$ cat src/rtl/smseq_pkg.sv
package smseq_pkg;

  typedef enum logic [1:0] {
    ST_BOOT  = 2'd0,
    ST_SAVE  = 2'd1,
    ST_RUN   = 2'd2,
    ST_FAULT = 2'd3
  } smode_e;

  typedef struct packed {
    logic gen;
    logic ref_on;
    logic ref_hi;
    logic clamp;
    logic regu;
    logic ocp;
    logic drv;
  } sout_t;

  // counter width able to hold the value limit
  function automatic int unsigned cnt_width(int unsigned limit);
    return (limit < 1) ? 1 : $clog2(limit + 1);
  endfunction

  // per-mode output decode; save mode takes the charger state from the hysteresis flop
  function automatic sout_t mode_outputs(smode_e m, logic gen_hyst);
    sout_t o;
    o = '0;
    unique case (m)
      ST_BOOT: begin
        o.gen   = 1'b1;
        o.clamp = 1'b1;
      end
      ST_SAVE: begin
        o.gen    = gen_hyst;
        o.ref_on = 1'b1;
      end
      ST_RUN: begin
        o.ref_on = 1'b1;
        o.ref_hi = 1'b1;
        o.regu   = 1'b1;
        o.ocp    = 1'b1;
        o.drv    = 1'b1;
      end
      ST_FAULT: begin
        o.gen    = 1'b1;
        o.ref_on = 1'b1;
      end
      default: o = '0;
    endcase
    return o;
  endfunction

endpackage

$ cat src/rtl/smseq_edge_sync.sv
module smseq_edge_sync #(
  parameter int unsigned STAGES = 2
) (
  input  logic clk,
  input  logic rst_n,
  input  logic din,
  output logic lvl,
  output logic lvl_prev
);
  localparam int unsigned DEPTH = STAGES + 1;

  logic [DEPTH-1:0] sh_q;

  always_ff @(posedge clk or negedge rst_n) begin
    if (!rst_n) sh_q <= '0;
    else        sh_q <= {sh_q[DEPTH-2:0], din};
  end

  assign lvl      = sh_q[STAGES-1];
  assign lvl_prev = sh_q[STAGES];
endmodule

$ cat src/rtl/smseq_tick_timer.sv
module smseq_tick_timer #(
  parameter int unsigned LIMIT = 10
) (
  input  logic clk,
  input  logic rst_n,
  input  logic tick,
  input  logic clr,
  output logic done
);
  import smseq_pkg::*;

  localparam int unsigned W = cnt_width(LIMIT);
  localparam logic [W-1:0] LIM = W'(LIMIT);

  logic [W-1:0] cnt_q;

  always_ff @(posedge clk or negedge rst_n) begin
    if (!rst_n)                     cnt_q <= '0;
    else if (clr)                   cnt_q <= '0;
    else if (tick && cnt_q != LIM)  cnt_q <= cnt_q + 1'b1;
  end

  assign done = (cnt_q == LIM);
endmodule

$ cat src/rtl/smseq_gen_hyst.sv
module smseq_gen_hyst (
  input  logic clk,
  input  logic rst_n,
  input  logic active,
  input  logic at_on,
  input  logic below_save,
  output logic gen_q
);
  always_ff @(posedge clk or negedge rst_n) begin
    if (!rst_n)          gen_q <= 1'b0;
    else if (!active)    gen_q <= 1'b0;
    else if (at_on)      gen_q <= 1'b0;
    else if (below_save) gen_q <= 1'b1;
  end
endmodule

$ cat src/rtl/supply_mode_seq.sv
module supply_mode_seq #(
  parameter int unsigned SYNC_STAGES  = 2,
  parameter int unsigned SETTLE_TICKS = 10,
  parameter int unsigned IDLE_TICKS   = 100
) (
  input  logic clk,
  input  logic rst_n,
  input  logic tick_1us,
  input  logic vcc_ge_on,
  input  logic vcc_lt_save,
  input  logic vcc_lt_off,
  input  logic vcc_lt_refoff,
  input  logic vref_ok,
  input  logic vref_low,
  input  logic hs_in,
  input  logic ls_in,
  output logic gen_en,
  output logic ref_en,
  output logic ref_hi_cur,
  output logic ref_clamp,
  output logic reg_en,
  output logic ocp_en,
  output logic drv_en
);
  import smseq_pkg::*;

  localparam int unsigned NCMD = 2;

  smode_e mode_q, mode_d;
  sout_t  outs;

  logic [NCMD-1:0] cmd_in, cmd_lvl, cmd_prev;
  logic hs_fall_w, ls_edge_w;
  logic settle_done_w, idle_done_w;
  logic gen_hyst_w;

  assign cmd_in = {ls_in, hs_in};

  // one synchronizer per host command
  for (genvar g = 0; g < NCMD; g++) begin : g_sync
    smseq_edge_sync #(.STAGES(SYNC_STAGES)) u_sync (
      .clk      (clk),
      .rst_n    (rst_n),
      .din      (cmd_in[g]),
      .lvl      (cmd_lvl[g]),
      .lvl_prev (cmd_prev[g])
    );
  end

  assign hs_fall_w = cmd_prev[0] & ~cmd_lvl[0];
  assign ls_edge_w = cmd_prev[1] ^ cmd_lvl[1];

  smseq_tick_timer #(.LIMIT(SETTLE_TICKS)) u_settle (
    .clk   (clk),
    .rst_n (rst_n),
    .tick  (tick_1us),
    .clr   (mode_q != ST_SAVE),
    .done  (settle_done_w)
  );

  smseq_tick_timer #(.LIMIT(IDLE_TICKS)) u_idle (
    .clk   (clk),
    .rst_n (rst_n),
    .tick  (tick_1us),
    .clr   ((mode_q != ST_RUN) || ls_edge_w),
    .done  (idle_done_w)
  );

  smseq_gen_hyst u_hyst (
    .clk        (clk),
    .rst_n      (rst_n),
    .active     (mode_q == ST_SAVE),
    .at_on      (vcc_ge_on),
    .below_save (vcc_lt_save),
    .gen_q      (gen_hyst_w)
  );

  always_comb begin
    mode_d = mode_q;
    unique case (mode_q)
      ST_BOOT: begin
        if (vcc_ge_on) mode_d = ST_SAVE;
      end
      ST_SAVE: begin
        if (vcc_lt_refoff)                               mode_d = ST_BOOT;
        else if (hs_fall_w && settle_done_w && vref_ok)  mode_d = ST_RUN;
      end
      ST_RUN: begin
        if (vcc_lt_off || vref_low) mode_d = ST_FAULT;
        else if (idle_done_w)       mode_d = ST_SAVE;
      end
      ST_FAULT: begin
        if (vcc_lt_refoff)  mode_d = ST_BOOT;
        else if (vcc_ge_on) mode_d = ST_SAVE;
      end
      default: mode_d = ST_BOOT;
    endcase
  end

  always_ff @(posedge clk or negedge rst_n) begin
    if (!rst_n) mode_q <= ST_BOOT;
    else        mode_q <= mode_d;
  end

  assign outs       = mode_outputs(mode_q, gen_hyst_w);
  assign gen_en     = outs.gen;
  assign ref_en     = outs.ref_on;
  assign ref_hi_cur = outs.ref_hi;
  assign ref_clamp  = outs.clamp;
  assign reg_en     = outs.regu;
  assign ocp_en     = outs.ocp;
  assign drv_en     = outs.drv;
endmodule

$ cat config.mk
export PLATFORM = sky130hd
export DESIGN_NAME = supply_mode_seq
export DESIGN_NICKNAME = d
export VERILOG_FILES = /design/src/rtl/smseq_pkg.sv /design/src/rtl/smseq_edge_sync.sv /design/src/rtl/smseq_tick_timer.sv /design/src/rtl/smseq_gen_hyst.sv /design/src/rtl/supply_mode_seq.sv
export SDC_FILE = /design/constraint.sdc
export NUM_CORES = 1
export LEC_CHECK = 0
export ABC_AREA = 1
export BUFFER_PORTS_ARGS = -buffer_cell sky130_fd_sc_hd__buf_2
export CAP_MARGIN = 20
export CELL_PAD_IN_SITES_DETAIL_PLACEMENT = 0
export CELL_PAD_IN_SITES_GLOBAL_PLACEMENT = 1
export CORE_ASPECT_RATIO = 0.7
export CORE_UTILIZATION = 36
export CTS_BUF_LIST = sky130_fd_sc_hd__clkbuf_16
export DETAILED_ROUTE_END_ITERATION = 16
export PLACE_DENSITY = 0.81
export SYNTH_ARGS = -nofsm -noshare
export SYNTH_HDL_FRONTEND = slang
export SYNTH_HIERARCHICAL = 1
export SYNTH_SLANG_ARGS = --single-unit
$ cat constraint.sdc
create_clock -name clk -period 1.3 [get_ports clk]
set_input_delay 0 -clock clk [delete_from_list [all_inputs] [get_ports clk]]
set_output_delay 0 -clock clk [all_outputs]
set_load 0.005 [all_outputs]
==> flow_metrics.py <==
metrics = {
    "routing": {
        "drc": 2,
        "dr_wl_met3_um": 106,
        "wl_met1_mm": 1.15,
        "drt_iter0_drc": 30,
        "dr_wl_met2_mm": 1.33,
        "avgRoutedWirePerCell_um": 11.4,
        "top_layer": "met4",
        "wirelength_mm": 2.63,
        "antenna_left": 0,
        "avgViaCountPerCell": 4.61,
        "num_vias": 1060,
        "dr.pass1.iters": 10,
    },
    "yosys": {
        "synth_edf_count": 0,
        "synth_cell_types": 22,
        "synth.most_common_cell": "nand2_1",
        "synth_area_leaders": "dfrtp_1 (42%), nand2_1 (15%), ha_1 (11%), inv_1 (6.9%), nand3_1 (5.1%)",
        "yosys_warnings": 6,
        "synth_commonest_cells": "nand2_1 (47), inv_1 (22), dfrtp_1 (20)",
        "synth_ff_type": "dfrtp_1",
        "yosysTopAreaCell": "dfrtp_1",
        "synth.avg_cell_area_um2": 7.72,
        "synth-seq-cells": 20,
        "synth.top_cell.area_share": 0.421,
        "synth_nets": 175,
        "async_reset_ff_frac": 1.00,
        "ys_seq_area_frac": 0.421,
        "syn_area_um2": 1190,
        "synth_cells": 154,
    },
    "worst_setup_path": {
        "cp_slowest_stage_delay_ns": 0.38,
        "reg2reg_slack_ns": -0.02,
        "r2r_cells": 9,
        "arrival_ns": 1.47,
        "cp-end-kind": "flop",
        "path_max_fanout": 4,
        "crit_type": "flop to flop",
        "crit_start": "mode_q[0]$_DFFE_PN0P_",
        "path_buf_inv": 3,
        "critPathTopFamily": "flip-flops",
        "startpoint_type": "flop",
        "r2r-start": "mode_q[0]$_DFFE_PN0P_",
        "crit_top_cell": "nand2_1",
        "worstPathCellList": "inv_2 > buf_6 > ha_1 > inv_2 > nand2_1 > nand2_1 > nand3_2 > nand2_1 > nand2_1",
        "crit_cells": 9,
        "crit_path_end": "mode_q[1]$_DFFE_PN0P_",
        "cp.required_ns": 1.45,
        "worstReg2RegEnd": "mode_q[1]$_DFFE_PN0P_",
        "cp_slowest_cell": "dfrtp_1",
    },
    "global_routing": {
        "grt_pass1_vias": 946,
        "grt_antenna_before_repair": 0,
        "track_usage": 0.152,
        "overflow": 0,
        "grt_pass1_wl_mm": 4.03,
        "grt_max_degree": 21,
    },
    "place": {
        "dp_cells": 218,
        "dp_hpwl_mm": 1.82,
        "portBuffers": 17,
        "dpl-instance-area_um2": 1390,
        "pre_cts_slack_ns": -0.0266,
        "gp_congestion": 0.791,
    },
    "sta": {
        "setup_ws_ns": -0.0202,
        "tns_ns": -0.0228,
        "fmax_mhz": 757,
        "drv_slew": 0,
        "setup_viol": 2,
        "tightest_slew_ns": 0.464,
        "rsz0062_at_grt": "true",
        "skew_ns": 0.000901,
        "relSlewSlack": 0.690,
        "min_period_ns": 1.32,
        "finalCritPeriodShare": 1.02,
        "hold_viol": 0,
    },
    "power": {
        "finalPower_mw": 2.25,
        "pwr_density_cell_nw_per_um2": 1360,
        "ir_drop_mv": 0.906,
        "leakage_nw": 0.879,
    },
    "finish": {
        "syn_to_final_growth_pct": 39.1,
        "drive_gt1_frac": 0.380,
        "fin_area_um2": 1650,
        "nFillCells": 301,
        "nets": 214,
        "antenna_cells": 0,
        "fin_cells": 230,
    },
    "clock_tree": {
        "cts_made_buffers": 3,
        "h-tree-depth": 1,
        "root_buffer": "clkbuf_16",
        "ctsLongestPathBuffers": 2,
        "cts.sinks": 20,
        "clk_latency_ns": 0.25,
        "cts_tree": "built",
        "clk_pin_slew_ns": 0.05,
    },
    "die": {
        "die_h_um": 50.1,
        "io_pins": 18,
        "initial_utilization": 0.378,
        "placementRows": 17,
        "die_area_um2": 3540,
        "die_x_um": 70.7,
        "core-area_um2": 3150,
    },
    "run": {
        "maxCapViolations": 0,
    },
    "status": {
        "status": "finished, violations left",
        "violations": "DRC, setup timing",
    },
    "hold_path": {
        "min_path_type": "input port to flop",
    },
}
-- registers in the layout, indices dropped and copies added, names as in the netlist --
signal and flops:
g_sync.u_sync/sh_q 6, u_settle/cnt_q 4, mode_q 2, u_idle/cnt_q 7, u_hyst/gen_q 1
-- kinds of logic (layout without fill, tap and decap cells) --
family | count (synthesis) | in the layout | share of synthesized area
AO/OA/AOI/OAI | 6 | 6 | 0.0263
XOR/XNOR | 2 | 2 | 0.0147
adder cells (fa/ha/maj) | 10 | 10 | 0.105
buffers and inverters | 30 | 68 | 0.105
flip-flops | 20 | 20 | 0.421
AND/OR/NAND/NOR | 86 | 86 | 0.327
-- worst min path at each step --
stage	from	slack, ns	depth (start not counted)	to
after floorplan	rst_n	-0.30	0	g_sync[0].u_sync/sh_q[0]$_DFF_PN0_
after global placement	rst_n	-0.03	1	u_settle/cnt_q[3]$_DFFE_PN0P_
after detailed placement	rst_n	-0.02	1	u_settle/cnt_q[3]$_DFFE_PN0P_
after CTS	tick_1us	0.11	3	u_settle/cnt_q[1]$_DFFE_PN0P_
after global routing	tick_1us	0.14	3	u_settle/cnt_q[1]$_DFFE_PN0P_
final	tick_1us	0.11	3	u_settle/cnt_q[1]$_DFFE_PN0P_
-- report_power, final --
part / internal (mW) / switching [mW]
clock network: 0.410 / 0.226
registers: 0.685 / 0.0556
logic: 0.400 / 0.478
total: 1.49 / 0.760
-- per-stage QoR --
| step | util | hold slack, ns |
|---|---|---|
| after global routing | 0.525 | 0.135 |
| after global placement | 0.442 | -0.0266 |
| final | 0.525 | 0.110 |
| after CTS | 0.500 | 0.114 |
| after detailed placement | 0.442 | -0.0227 |
| after floorplan | - | -0.296 |
-- area by class of cell --
| cell class | count | area (um^2) | share of cell area |
|---|---|---|---|
| Clock inverter | 1 | 3.75 | 0.00227 |
| Tap cell | 38 | 47.5 | 0.0288 |
| Clock buffer | 3 | 75.1 | 0.0454 |
| Timing Repair Buffer | 37 | 251 | 0.152 |
| Inverter | 27 | 108 | 0.0651 |
| Sequential cell | 20 | 502 | 0.304 |
| Multi-Input combinational cell | 104 | 666 | 0.403 |
-- repair_timing --
item,CTS,global route
setup endpoints to repair,7,10
hold endpoints to repair,23,0
pin swaps,7,2
setup buffers,2,1
hold buffers,5,0
gates resized for setup,12,18
-- worst min-delay path, delay by kind of cell --
family | cells | cell delay (ns)
simple gates | 2 | 0.16
buf+inv | 1 | 0.17
-- placed cells by master (no fill, tap or decap), drive strengths merged --
| cell type | instances |
|---|---|
| a21oi | 2 |
| inv | 26 |
| xnor2 | 1 |
| nand3 | 12 |
| clkbuf | 3 |
| dlygate4sd3 | 5 |
| o21ai | 3 |
| clkinv | 2 |
| xor2 | 1 |
| nor3 | 1 |
| nor2 | 16 |
| a31oi | 1 |
| dfrtp | 20 |
| nand3b | 1 |
| ha | 10 |
| buf | 32 |
| nand4 | 5 |
| nand2 | 51 |
-- metal layers --
| layer | global-route usage | vias to the layer above |
|---|---|---|
| met5 | 0 | - |
| met4 | 0.0500 | 0 |
| met3 | 0.0511 | 7 |
| met2 | 0.268 | 20 |
| met1 | 0.173 | 489 |
| li1 | - | 544 |
(Power assumes the default switching activity.)
